[src/rtl/rtc_pkg.sv]
package rtc_pkg;

  localparam int NIB_W  = 4;
  localparam int ADDR_W = 4;
  localparam int NREG   = 1 << ADDR_W;

  typedef enum logic [ADDR_W-1:0] {
    A_TEST   = 4'd0,
    A_TENTHS = 4'd1,
    A_SEC_U  = 4'd2,
    A_SEC_T  = 4'd3,
    A_MIN_U  = 4'd4,
    A_MIN_T  = 4'd5,
    A_HR_U   = 4'd6,
    A_HR_T   = 4'd7,
    A_DAY_U  = 4'd8,
    A_DAY_T  = 4'd9,
    A_WDAY   = 4'd10,
    A_MON_U  = 4'd11,
    A_MON_T  = 4'd12,
    A_YEAR   = 4'd13,
    A_RUN    = 4'd14,
    A_IRQ    = 4'd15
  } reg_addr_e;

  // Last day of the month as BCD {tens[1:0], units[3:0]}.
  function automatic logic [5:0] month_last_day(input logic       mon_t,
                                                input logic [3:0] mon_u,
                                                input logic       leap);
    logic [5:0] r;
    r = {2'd3, 4'd1};
    if (mon_t) begin
      if (mon_u == 4'd1) r = {2'd3, 4'd0};
    end else begin
      case (mon_u)
        4'd2:                r = leap ? {2'd2, 4'd9} : {2'd2, 4'd8};
        4'd4, 4'd6, 4'd9:    r = {2'd3, 4'd0};
        default:             r = {2'd3, 4'd1};
      endcase
    end
    return r;
  endfunction

endpackage

[src/rtl/rtc_bcd_pair.sv]
module rtc_bcd_pair #(
  parameter int TENS_W  = 3,
  parameter int RESTART = 0
) (
  input  logic              clk_i,
  input  logic              rst_ni,
  input  logic              inc_i,
  input  logic              clr_i,
  input  logic [TENS_W-1:0] lim_tens_i,
  input  logic [3:0]        lim_units_i,
  input  logic              wr_units_i,
  input  logic              wr_tens_i,
  input  logic [3:0]        wdata_i,
  output logic [3:0]        units_o,
  output logic [TENS_W-1:0] tens_o,
  output logic              carry_o
);

  logic [3:0]        units_q, units_d;
  logic [TENS_W-1:0] tens_q, tens_d;
  logic              at_lim, upd_en;

  assign at_lim  = (tens_q == lim_tens_i) && (units_q == lim_units_i);
  assign carry_o = inc_i && at_lim;
  assign upd_en  = inc_i || clr_i || wr_units_i || wr_tens_i;

  always_comb begin
    units_d = units_q;
    tens_d  = tens_q;
    if (clr_i) begin
      units_d = 4'(RESTART);
      tens_d  = '0;
    end else begin
      if (inc_i) begin
        if (at_lim) begin
          units_d = 4'(RESTART);
          tens_d  = '0;
        end else if (units_q >= 4'd9) begin
          units_d = 4'd0;
          tens_d  = tens_q + TENS_W'(1);
        end else begin
          units_d = units_q + 4'd1;
        end
      end
      if (wr_units_i) units_d = wdata_i;
      if (wr_tens_i)  tens_d  = wdata_i[TENS_W-1:0];
    end
  end

  always_ff @(posedge clk_i or negedge rst_ni) begin
    if (!rst_ni) begin
      units_q <= 4'(RESTART);
      tens_q  <= '0;
    end else if (upd_en) begin
      units_q <= units_d;
      tens_q  <= tens_d;
    end
  end

  assign units_o = units_q;
  assign tens_o  = tens_q;

endmodule

[src/rtl/rtc_week_leap.sv]
module rtc_week_leap #(
  parameter int WDAY_W  = 3,
  parameter int WDAY_N  = 7,
  parameter int YEAR_W  = 4
) (
  input  logic              clk_i,
  input  logic              rst_ni,
  input  logic              day_inc_i,
  input  logic              year_inc_i,
  input  logic              wr_wday_i,
  input  logic              wr_year_i,
  input  logic [3:0]        wdata_i,
  output logic [WDAY_W-1:0] wday_o,
  output logic [YEAR_W-1:0] year_o
);

  logic [WDAY_W-1:0] wday_q, wday_d;
  logic [YEAR_W-1:0] year_q, year_d;
  logic              wday_en, year_en;

  assign wday_en = day_inc_i || wr_wday_i;
  assign year_en = year_inc_i || wr_year_i;

  always_comb begin
    wday_d = wday_q;
    if (wr_wday_i)                           wday_d = wdata_i[WDAY_W-1:0];
    else if (wday_q == WDAY_W'(WDAY_N))      wday_d = WDAY_W'(1);
    else                                     wday_d = wday_q + WDAY_W'(1);
  end

  always_comb begin
    year_d = year_q;
    if (wr_year_i) year_d = wdata_i[YEAR_W-1:0];
    else           year_d = {year_q[0], year_q[YEAR_W-1:1]};
  end

  always_ff @(posedge clk_i or negedge rst_ni) begin
    if (!rst_ni)      wday_q <= WDAY_W'(1);
    else if (wday_en) wday_q <= wday_d;
  end

  always_ff @(posedge clk_i or negedge rst_ni) begin
    if (!rst_ni)      year_q <= {1'b1, {(YEAR_W-1){1'b0}}};
    else if (year_en) year_q <= year_d;
  end

  assign wday_o = wday_q;
  assign year_o = year_q;

endmodule

[src/rtl/rtc_bus_port.sv]
module rtc_bus_port
  import rtc_pkg::*;
(
  input  logic                       clk_i,
  input  logic                       rst_ni,
  input  logic                       cs_i,
  input  logic                       rd_i,
  input  logic                       wr_i,
  input  logic [ADDR_W-1:0]          addr_i,
  input  logic                       upd_i,
  input  logic [NREG-1:0][NIB_W-1:0] rd_vals_i,
  output logic [NREG-1:0]            wr_sel_o,
  output logic [NIB_W-1:0]           rdata_o
);

  logic             rd_go, wr_go;
  logic             dirty_q, dirty_d;
  logic [NIB_W-1:0] rdata_q, rdata_d;

  assign rd_go = cs_i && rd_i;
  assign wr_go = cs_i && wr_i;

  for (genvar i = 0; i < NREG; i++) begin : g_wdec
    assign wr_sel_o[i] = wr_go && (addr_i == ADDR_W'(i));
  end

  always_comb begin
    dirty_d = dirty_q;
    if (rd_go)      dirty_d = 1'b0;
    else if (upd_i) dirty_d = 1'b1;
  end

  always_comb begin
    if (dirty_q || upd_i) rdata_d = '1;
    else                  rdata_d = rd_vals_i[addr_i];
  end

  always_ff @(posedge clk_i or negedge rst_ni) begin
    if (!rst_ni) dirty_q <= 1'b0;
    else         dirty_q <= dirty_d;
  end

  always_ff @(posedge clk_i or negedge rst_ni) begin
    if (!rst_ni)    rdata_q <= '0;
    else if (rd_go) rdata_q <= rdata_d;
  end

  assign rdata_o = rdata_q;

endmodule

[src/rtl/rtc_nibble_bank.sv]
module rtc_nibble_bank
  import rtc_pkg::*;
#(
  parameter int RST_STAGES = 2
) (
  input  logic              clk_i,
  input  logic              rst_ni,
  input  logic              tick_i,
  input  logic              cs_i,
  input  logic              rd_i,
  input  logic              wr_i,
  input  logic [ADDR_W-1:0] addr_i,
  input  logic [NIB_W-1:0]  wdata_i,
  output logic [NIB_W-1:0]  rdata_o
);

  // reset release synchronizer
  logic [RST_STAGES-1:0] rst_pipe_q;
  logic                  rst_sync_n;

  always_ff @(posedge clk_i or negedge rst_ni) begin
    if (!rst_ni) rst_pipe_q <= '0;
    else         rst_pipe_q <= {rst_pipe_q[RST_STAGES-2:0], 1'b1};
  end
  assign rst_sync_n = rst_pipe_q[RST_STAGES-1];

  logic [NREG-1:0]            wr_sel;
  logic [NREG-1:0][NIB_W-1:0] rd_vals;

  // run control
  logic run_q, run_d, run_en, tick_go;
  assign run_en  = wr_sel[A_RUN];
  assign run_d   = wdata_i[0];
  assign tick_go = tick_i && run_q;

  always_ff @(posedge clk_i or negedge rst_sync_n) begin
    if (!rst_sync_n)  run_q <= 1'b0;
    else if (run_en)  run_q <= run_d;
  end

  // tenths digit
  logic [3:0] tenths_q, tenths_d;
  logic       tenths_en, tenths_carry;

  assign tenths_en    = !run_q || tick_go;
  assign tenths_carry = tick_go && (tenths_q >= 4'd9);

  always_comb begin
    tenths_d = tenths_q;
    if (!run_q)            tenths_d = 4'd0;
    else if (tenths_carry) tenths_d = 4'd0;
    else if (tick_go)      tenths_d = tenths_q + 4'd1;
  end

  always_ff @(posedge clk_i or negedge rst_sync_n) begin
    if (!rst_sync_n)    tenths_q <= 4'd0;
    else if (tenths_en) tenths_q <= tenths_d;
  end

  // digit pairs
  logic [3:0] sec_u, min_u, hr_u, day_u, mon_u;
  logic [2:0] sec_t, min_t;
  logic [1:0] hr_t, day_t;
  logic       mon_t;
  logic       sec_carry, min_carry, day_carry, mon_carry, year_carry;
  logic [1:0] dlim_t;
  logic [3:0] dlim_u;
  logic [2:0] wday_q;
  logic [3:0] leap_q;

  assign {dlim_t, dlim_u} = month_last_day(mon_t, mon_u, leap_q[3]);

  rtc_bcd_pair #(.TENS_W(3), .RESTART(0)) u_sec (
    .clk_i(clk_i), .rst_ni(rst_sync_n),
    .inc_i(tenths_carry), .clr_i(!run_q),
    .lim_tens_i(3'd5), .lim_units_i(4'd9),
    .wr_units_i(1'b0), .wr_tens_i(1'b0), .wdata_i(wdata_i),
    .units_o(sec_u), .tens_o(sec_t), .carry_o(sec_carry)
  );

  rtc_bcd_pair #(.TENS_W(3), .RESTART(0)) u_min (
    .clk_i(clk_i), .rst_ni(rst_sync_n),
    .inc_i(sec_carry), .clr_i(1'b0),
    .lim_tens_i(3'd5), .lim_units_i(4'd9),
    .wr_units_i(wr_sel[A_MIN_U]), .wr_tens_i(wr_sel[A_MIN_T]), .wdata_i(wdata_i),
    .units_o(min_u), .tens_o(min_t), .carry_o(min_carry)
  );

  rtc_bcd_pair #(.TENS_W(2), .RESTART(0)) u_hour (
    .clk_i(clk_i), .rst_ni(rst_sync_n),
    .inc_i(min_carry), .clr_i(1'b0),
    .lim_tens_i(2'd2), .lim_units_i(4'd3),
    .wr_units_i(wr_sel[A_HR_U]), .wr_tens_i(wr_sel[A_HR_T]), .wdata_i(wdata_i),
    .units_o(hr_u), .tens_o(hr_t), .carry_o(day_carry)
  );

  rtc_bcd_pair #(.TENS_W(2), .RESTART(1)) u_mday (
    .clk_i(clk_i), .rst_ni(rst_sync_n),
    .inc_i(day_carry), .clr_i(1'b0),
    .lim_tens_i(dlim_t), .lim_units_i(dlim_u),
    .wr_units_i(wr_sel[A_DAY_U]), .wr_tens_i(wr_sel[A_DAY_T]), .wdata_i(wdata_i),
    .units_o(day_u), .tens_o(day_t), .carry_o(mon_carry)
  );

  rtc_bcd_pair #(.TENS_W(1), .RESTART(1)) u_month (
    .clk_i(clk_i), .rst_ni(rst_sync_n),
    .inc_i(mon_carry), .clr_i(1'b0),
    .lim_tens_i(1'b1), .lim_units_i(4'd2),
    .wr_units_i(wr_sel[A_MON_U]), .wr_tens_i(wr_sel[A_MON_T]), .wdata_i(wdata_i),
    .units_o(mon_u), .tens_o(mon_t), .carry_o(year_carry)
  );

  rtc_week_leap #(.WDAY_W(3), .WDAY_N(7), .YEAR_W(4)) u_week_leap (
    .clk_i(clk_i), .rst_ni(rst_sync_n),
    .day_inc_i(day_carry), .year_inc_i(year_carry),
    .wr_wday_i(wr_sel[A_WDAY]), .wr_year_i(wr_sel[A_YEAR]),
    .wdata_i(wdata_i), .wday_o(wday_q), .year_o(leap_q)
  );

  // read values; unused bits and write-only addresses read 0
  always_comb begin
    rd_vals           = '0;
    rd_vals[A_TENTHS] = tenths_q;
    rd_vals[A_SEC_U]  = sec_u;
    rd_vals[A_SEC_T]  = {1'b0, sec_t};
    rd_vals[A_MIN_U]  = min_u;
    rd_vals[A_MIN_T]  = {1'b0, min_t};
    rd_vals[A_HR_U]   = hr_u;
    rd_vals[A_HR_T]   = {2'b00, hr_t};
    rd_vals[A_DAY_U]  = day_u;
    rd_vals[A_DAY_T]  = {2'b00, day_t};
    rd_vals[A_WDAY]   = {1'b0, wday_q};
    rd_vals[A_MON_U]  = mon_u;
    rd_vals[A_MON_T]  = {3'b000, mon_t};
  end

  rtc_bus_port u_port (
    .clk_i(clk_i), .rst_ni(rst_sync_n),
    .cs_i(cs_i), .rd_i(rd_i), .wr_i(wr_i), .addr_i(addr_i),
    .upd_i(tick_go), .rd_vals_i(rd_vals),
    .wr_sel_o(wr_sel), .rdata_o(rdata_o)
  );

endmodule

[config.mk]
export PLATFORM = sky130hd
export DESIGN_NAME = rtc_nibble_bank
export DESIGN_NICKNAME = d
export VERILOG_FILES = /design/src/rtl/rtc_pkg.sv /design/src/rtl/rtc_bcd_pair.sv /design/src/rtl/rtc_week_leap.sv /design/src/rtl/rtc_bus_port.sv /design/src/rtl/rtc_nibble_bank.sv
export SDC_FILE = /design/constraint.sdc
export NUM_CORES = 1
export LEC_CHECK = 0
export ABC_AREA = 1
export BUFFER_PORTS_ARGS = -buffer_cell sky130_fd_sc_hd__buf_2
export CAP_MARGIN = 15
export CORE_MARGIN = 1.5
export CORE_UTILIZATION = 54
export CTS_CLUSTER_DIAMETER = 100
export CTS_CLUSTER_SIZE = 25
export DETAILED_ROUTE_END_ITERATION = 16
export MAX_ROUTING_LAYER = met4
export PLACE_DENSITY = 0.71
export SYNTH_ARGS = -nofsm -noshare
export SYNTH_HDL_FRONTEND = slang
export SYNTH_HIERARCHICAL = 1
export SYNTH_SLANG_ARGS = --single-unit
export TNS_END_PERCENT = 10
[constraint.sdc]
create_clock -name clk_i -period 2.6 [get_ports clk_i]
set_clock_uncertainty 0.1 [all_clocks]
set_input_delay 0.26 -clock clk_i [delete_from_list [all_inputs] [get_ports clk_i]]
set_output_delay 0.26 -clock clk_i [all_outputs]
set_load 0.05 [all_outputs]
==> flow_metrics.env, run 1 <==
export IMPL_outcome="complete, no violations"
export IMPL_setup_ws_ns=0.201
export IMPL_grt_pass1_wl_um=21500
export IMPL_worst_setup_path_end_kind="flop"
export IMPL_clkLatencyLatePin_ns=0.32
export IMPL_grt_use_total_pct=27.4
export IMPL_cts_made_buffers=5
export IMPL_clock_fmax_mhz=417
export IMPL_fillers=919
export IMPL_setup_viol=0
export IMPL_vias=5279
export IMPL_ys_warnings_count=6
export IMPL_start_util_pct=55.3
export IMPL_clk_pin_slew_ns=0.10
export IMPL_setup_tns_ns=0
export IMPL_post_drt_wl_per_cell_um=11.3
export IMPL_drt_total_wl_um=12800
export IMPL_multiInputGateArea_mm2=0.00368
export IMPL_n_antenna_cell=0
export IMPL_drive_gt1_share_pct=12.7
export IMPL_hold_viol_final=0
export IMPL_min_path_type="in2async"
export IMPL_p_leak_uw=0.00352
export IMPL_fin_crit_ns=2.40
export IMPL_placementRows=35
export IMPL_use_met1_pct=36.0
export IMPL_core_area_mm2=0.00915
export IMPL_cts_tree="done"
export IMPL_drt_iter0_markers=249
export IMPL_crit_path_start_kind="flop"
export IMPL_max_slew_margin_pct=60.0
export IMPL_worstMarginPinSlew_ns=0.600
export IMPL_whs_ns=0.132
export IMPL_power_uw=3210
export IMPL_ir_drop_mv=0.334
export IMPL_die_x_um=99.8
export IMPL_avgSynthCellArea_um2=5.82
export IMPL_first_global_vias=4737
export IMPL_syn_inst=869
export IMPL_cap_violations=0
export IMPL_drt_first_pass_iters=5
export IMPL_crit_type="reg2reg"
export IMPL_die_h_um=99.8
export IMPL_drc=0
export IMPL_syn_cell_area_mm2=0.00506
export IMPL_grt_max_degree=35
export IMPL_worst_path_buf_inv=7
export IMPL_worstPathCellList="inv_1, ha_1, nand2_1, nand2_2, nor2_2, inv_1, nor2_2, inv_1, nor2_2, inv_1, nor2_2, buf_4, nor2_1, nand2_1, inv_1, nor2_2, buf_4, nand2_1, o21ai_1"
export IMPL_crit_slowest_cell="dfrtp_1"
export IMPL_design_die_area_mm2=0.00996
export IMPL_grt_overflow=0
export IMPL_viasPerCell=4.66
export IMPL_met3_usage_pct=2.92
export IMPL_htreeDepth=2
export IMPL_fin_nets=1058
export IMPL_critPathMaxStageDelay_ns=0.39
export IMPL_io_buffers=17
export IMPL_final_antenna_net_count=0
export IMPL_pin_count=18
export IMPL_grt_use_met2_pct=46.2
export IMPL_place_gp_congestion=0.881
export IMPL_place_ws_ns=0.0700
export IMPL_seq_area_mm2=0.00126
export IMPL_cts_sinks=50
export IMPL_finalCritPeriodShare_pct=92.3
export IMPL_fin_util_pct=65.2
export IMPL_reg2reg_from="tenths_q[0]$_DFFE_PN0P_"
export IMPL_busiest_layer="met2"
export IMPL_grt_antenna_before_repair=0
export IMPL_syn2layout_area_growth_pct=18.0
export IMPL_hpwlAfterDp_um=9810
export IMPL_cts_buffer_depth=2
export IMPL_setup_worst_path_start="tenths_q[0]$_DFFE_PN0P_"
export IMPL_power_density_mw_per_mm2=537
export IMPL_root_buffer="clkbuf_8"
export IMPL_worst_ep_arrival_time_ns=2.53
export IMPL_critical_path_top_delay_family="simple AND/OR/NAND/NOR gates"
export IMPL_path_max_fanout=3
export IMPL_cp_required_ns=2.74
export IMPL_report_final_slew_viol_count=0
-- cell usage in the layout, fill, tap and decap left out, types with 8 or more instances in the layout --
cell and instances:
a21oi_1 18, buf_2 17, buf_4 24, conb_1 119
dfrtp_1 44, ha_1 22, inv_1 89, inv_2 28
nand2_1 405, nand2_2 12, nand3_1 55, nand4_1 9
nor2_1 68, nor2_2 17, o21ai_1 26, xnor2_1 8
xor2_1 8
-- flip-flops by register name (all words and copies together) (netlist names), 4 cells and up --
signal              flops
u_min/units_o           4
u_week_leap/year_o      4
u_mday/units_o          4
u_month/units_o         4
u_port/rdata_o          4
u_sec/units_o           4
u_hour/units_o          4
tenths_q                4
-- worst paths after layout --
| kind | depth (start not counted) | end | slack [ns] |
|---|---|---|---|
| max | 19 | u_mday/units_o[3]$_DFFE_PN0P_ | 0.20 |
| min | 2 | rst_pipe_q[1]$_DFF_PN0_ | 0.13 |
| max reg2reg | 19 | u_mday/units_o[3]$_DFFE_PN0P_ | 0.20 |
| min reg2reg | 0 | u_min/units_o[2]$_DFFE_PN0P_ | 0.18 |
| max in group asynchronous | 1 | u_mday/units_o[0]$_DFFE_PN1P_ | 1.59 |
| min in group clk_i | 4 | tenths_q[1]$_DFFE_PN0P_ | 0.15 |
-- cell type report --
class / count / area share, %
Clock buffer: 5 / 1.15
Clock inverter: 3 / 1.15
Inverter: 120 / 7.67
Multi-Input combinational cell: 802 / 61.7
Sequential cell: 50 / 21.1
Tap cell: 111 / 2.33
Timing Repair Buffer: 43 / 4.95
-- timing repair --
item                                   CTS  global route
setup endpoints to repair                0            14
hold buffers                             1             0
gates resized for setup                  0             9
endpoints found under the hold margin    2             0
setup buffers                            0             3
-- layer usage --
metal / routed length (µm) / vias up
met4: 133 / 0
li1: - / 2837
met5: 0 / -
met1: 6120 / 2332
met2: 6090 / 95
met3: 456 / 15
-- where the power goes --
part           internal, µW  switching (µW)
Combinational           536             853
Clock                   386             304
Sequential              930             198
Total                  1850            1360
-- stage by stage --
| step | instance area, µm² | std cells |
|---|---|---|
| finish | 5970 | 1134 |
| detailed placement | 5780 | 1122 |
| floorplan | 5500 | 986 |
| global placement | 5780 | 1122 |
| CTS | 5930 | 1131 |
| global route | 5970 | 1134 |
-- worst register-to-register path: cells and delay by family, from the launching register on --
kind            cells  cell delay (ns)
compound gates      1             0.10
fa+ha+maj           1             0.19
buf+inv             7             0.60
flops               1             0.39
simple gates       10             0.95
Note: power is estimated with default switching activity, not from simulation.
==> inputs of run 2 (changes only) <==
Settings changed: RECOVER_POWER set to 100.
==> run 2 against run 1 <==
Cell area is 0.48% lower. Sequential share of layout area is 0.081 points higher. Hold slack hardly changed. Clock-buffer cell count stayed put. Critical path depth stayed put. Sequential cell count stayed put. Fmax hardly changed. Critical path type unchanged.
==> flow_metrics.env, run 2 (synthesis results as in run 1) <==
export IMPL_cts_sinks=50
export IMPL_root_buffer="clkbuf_8"
export IMPL_pin_count=18
export IMPL_viasPerCell=4.66
export IMPL_drive_gt1_share_pct=12.3
export IMPL_clock_fmax_mhz=417
export IMPL_p_leak_uw=0.00350
export IMPL_crit_path_start_kind="flop"
export IMPL_cts_made_buffers=5
export IMPL_ir_drop_mv=0.334
export IMPL_r2r_end="u_mday/units_o[3]$_DFFE_PN0P_"
export IMPL_worst_setup_path_end_kind="flop"
export IMPL_reg2reg_from="tenths_q[0]$_DFFE_PN0P_"
export IMPL_post_drt_wl_per_cell_um=11.3
export IMPL_r2r_setup_slack_ns=0.20
export IMPL_syn2layout_area_growth_pct=17.4
export IMPL_critPathMaxStageDelay_ns=0.39
export IMPL_hpwlAfterDp_um=9810
export IMPL_core_area_mm2=0.00915
export IMPL_place_gp_congestion=0.881
export IMPL_crit_slowest_cell="dfrtp_1"
export IMPL_worstPathCellList="inv_1, ha_1, nand2_1, nand2_2, nor2_2, inv_1, nor2_2, inv_1, nor2_2, inv_1, nor2_2, buf_4, nor2_1, nand2_1, inv_1, nor2_2, buf_4, nand2_1, o21ai_1"
export IMPL_grt_use_total_pct=27.4
export IMPL_cts_tree="done"
export IMPL_cp_required_ns=2.74
export IMPL_die_h_um=99.8
export IMPL_min_path_type="in2async"
export IMPL_worst_ep_arrival_time_ns=2.53
export IMPL_drt_first_pass_iters=5
export IMPL_htreeDepth=2
export IMPL_crit_type="reg2reg"
export IMPL_cts_buffer_depth=2
export IMPL_fin_nets=1058
export IMPL_grt_antenna_before_repair=0
export IMPL_reg2regPathDepth=19
export IMPL_clkLatencyLatePin_ns=0.32
export IMPL_drt_iter0_markers=244
export IMPL_fin_crit_ns=2.40
export IMPL_worstMarginPinSlew_ns=1.03
export IMPL_final_cell_mix="nand2_1 (406), conb_1 (119), inv_1 (89)"
export IMPL_vias=5281
export IMPL_n_antenna_cell=0
export IMPL_report_final_slew_viol_count=0
export IMPL_first_global_vias=4737
export IMPL_path_max_fanout=3
export IMPL_grt_overflow=0
export IMPL_drc=0
export IMPL_outcome="complete, no violations"
export IMPL_grt_max_degree=35
export IMPL_setup_ws_ns=0.203
export IMPL_max_slew_margin_pct=31.4
export IMPL_power_density_mw_per_mm2=538
export IMPL_place_ws_ns=0.0700
export IMPL_grt_pass1_wl_um=21500
export IMPL_setup_viol=0
export IMPL_placementRows=35
export IMPL_clk_pin_slew_ns=0.11
export IMPL_design_die_area_mm2=0.00996
export IMPL_io_buffers=17
export IMPL_fin_util_pct=64.9
export IMPL_hold_viol_final=0
export IMPL_cap_violations=0
export IMPL_finalCritPeriodShare_pct=92.2
export IMPL_die_x_um=99.8
export IMPL_start_util_pct=55.3
export IMPL_drt_total_wl_um=12800
export IMPL_power_uw=3200
export IMPL_layout_commonest_cell="nand2_1"
export IMPL_final_antenna_net_count=0
[run 2: changes by cell type in the layout (fill, tap and decap cells not counted)]
cell | before | now
buf_12 | 1 | 0
buf_2 | 17 | 16
buf_4 | 24 | 23
clkbuf_1 | 0 | 2
clkbuf_2 | 0 | 1
dfrtp_1 | 44 | 45
dfrtp_2 | 2 | 1
nand2_1 | 405 | 406
nand2_4 | 2 | 1
o21ai_0 | 5 | 7
o21ai_1 | 26 | 24
[run 2: cell type report]
class | instances | area, µm²
multi-input combinational | 802 | 3670
sequential | 50 | 1260
clock buffer | 5 | 68.8
fill | 925 | 3210
clock inverter | 3 | 68.8
timing repair buffer | 43 | 275
tap | 111 | 139
inverter | 120 | 458
[run 2: how the worst max path moves through the flow]
stage                                 start                        endpoint  slack (ns)  cells after the start
global placement    tenths_q[1]$_DFFE_PN0P_  u_month/units_o[0]$_DFFE_PN1P_        0.17                     21
floorplan           tenths_q[0]$_DFFE_PN0P_  u_month/units_o[0]$_DFFE_PN1P_        0.23                     20
CTS                 tenths_q[1]$_DFFE_PN0P_  u_month/units_o[0]$_DFFE_PN1P_        0.05                     21
finish              tenths_q[0]$_DFFE_PN0P_   u_mday/units_o[3]$_DFFE_PN0P_        0.20                     19
global route        tenths_q[1]$_DFFE_PN0P_   u_mday/units_o[1]$_DFFE_PN0P_       -0.06                     21
detailed placement  tenths_q[1]$_DFFE_PN0P_  u_month/units_o[0]$_DFFE_PN1P_        0.07                     21
[run 2: routing by layer]
layer | share of wire (%) | global-route usage, %
met5 | 0 | -
met4 | 1.0 | 5.42
met2 | 48 | 46.2
met3 | 3.7 | 2.92
met1 | 48 | 36.0
[run 2: metrics by stage]
stage          instances  hold slack, ns  instance area [µm²]  setup TNS (ns)
2_1_floorplan        986          -0.136                 5500               0
3_3_place_gp        1122         -0.0564                 5780               0
3_5_place_dp        1122         -0.0532                 5780               0
4_1_cts             1131           0.123                 5930               0
5_1_grt             1134           0.154                 5940          -0.123
6_report            1134           0.133                 5940               0
[run 2: worst max-delay path: cells and delay by family, from the launching register on]
family	cells	cell delay, ns
AO/OA/AOI/OAI	1	0.10
adder cells (fa/ha/maj)	1	0.19
buffers and inverters	7	0.60
flip-flops	1	0.39
AND/OR/NAND/NOR	10	0.94
[run 2: power by group]
group          switching, µW  leakage [µW]  total, µW  internal (µW)
Clock                    303     0.0000683        690            386
Sequential               197      0.000630       1130            930
Combinational            850       0.00280       1380            530
[run 2: what timing repair did]
| action | 4_1_cts | 5_1_grt |
|---|---|---|
| hold buffers | 1 | 0 |
| hold endpoints to repair | 2 | 0 |
| gates resized for setup | 0 | 9 |
| setup endpoints to repair | 0 | 14 |
| setup buffers | 0 | 3 |
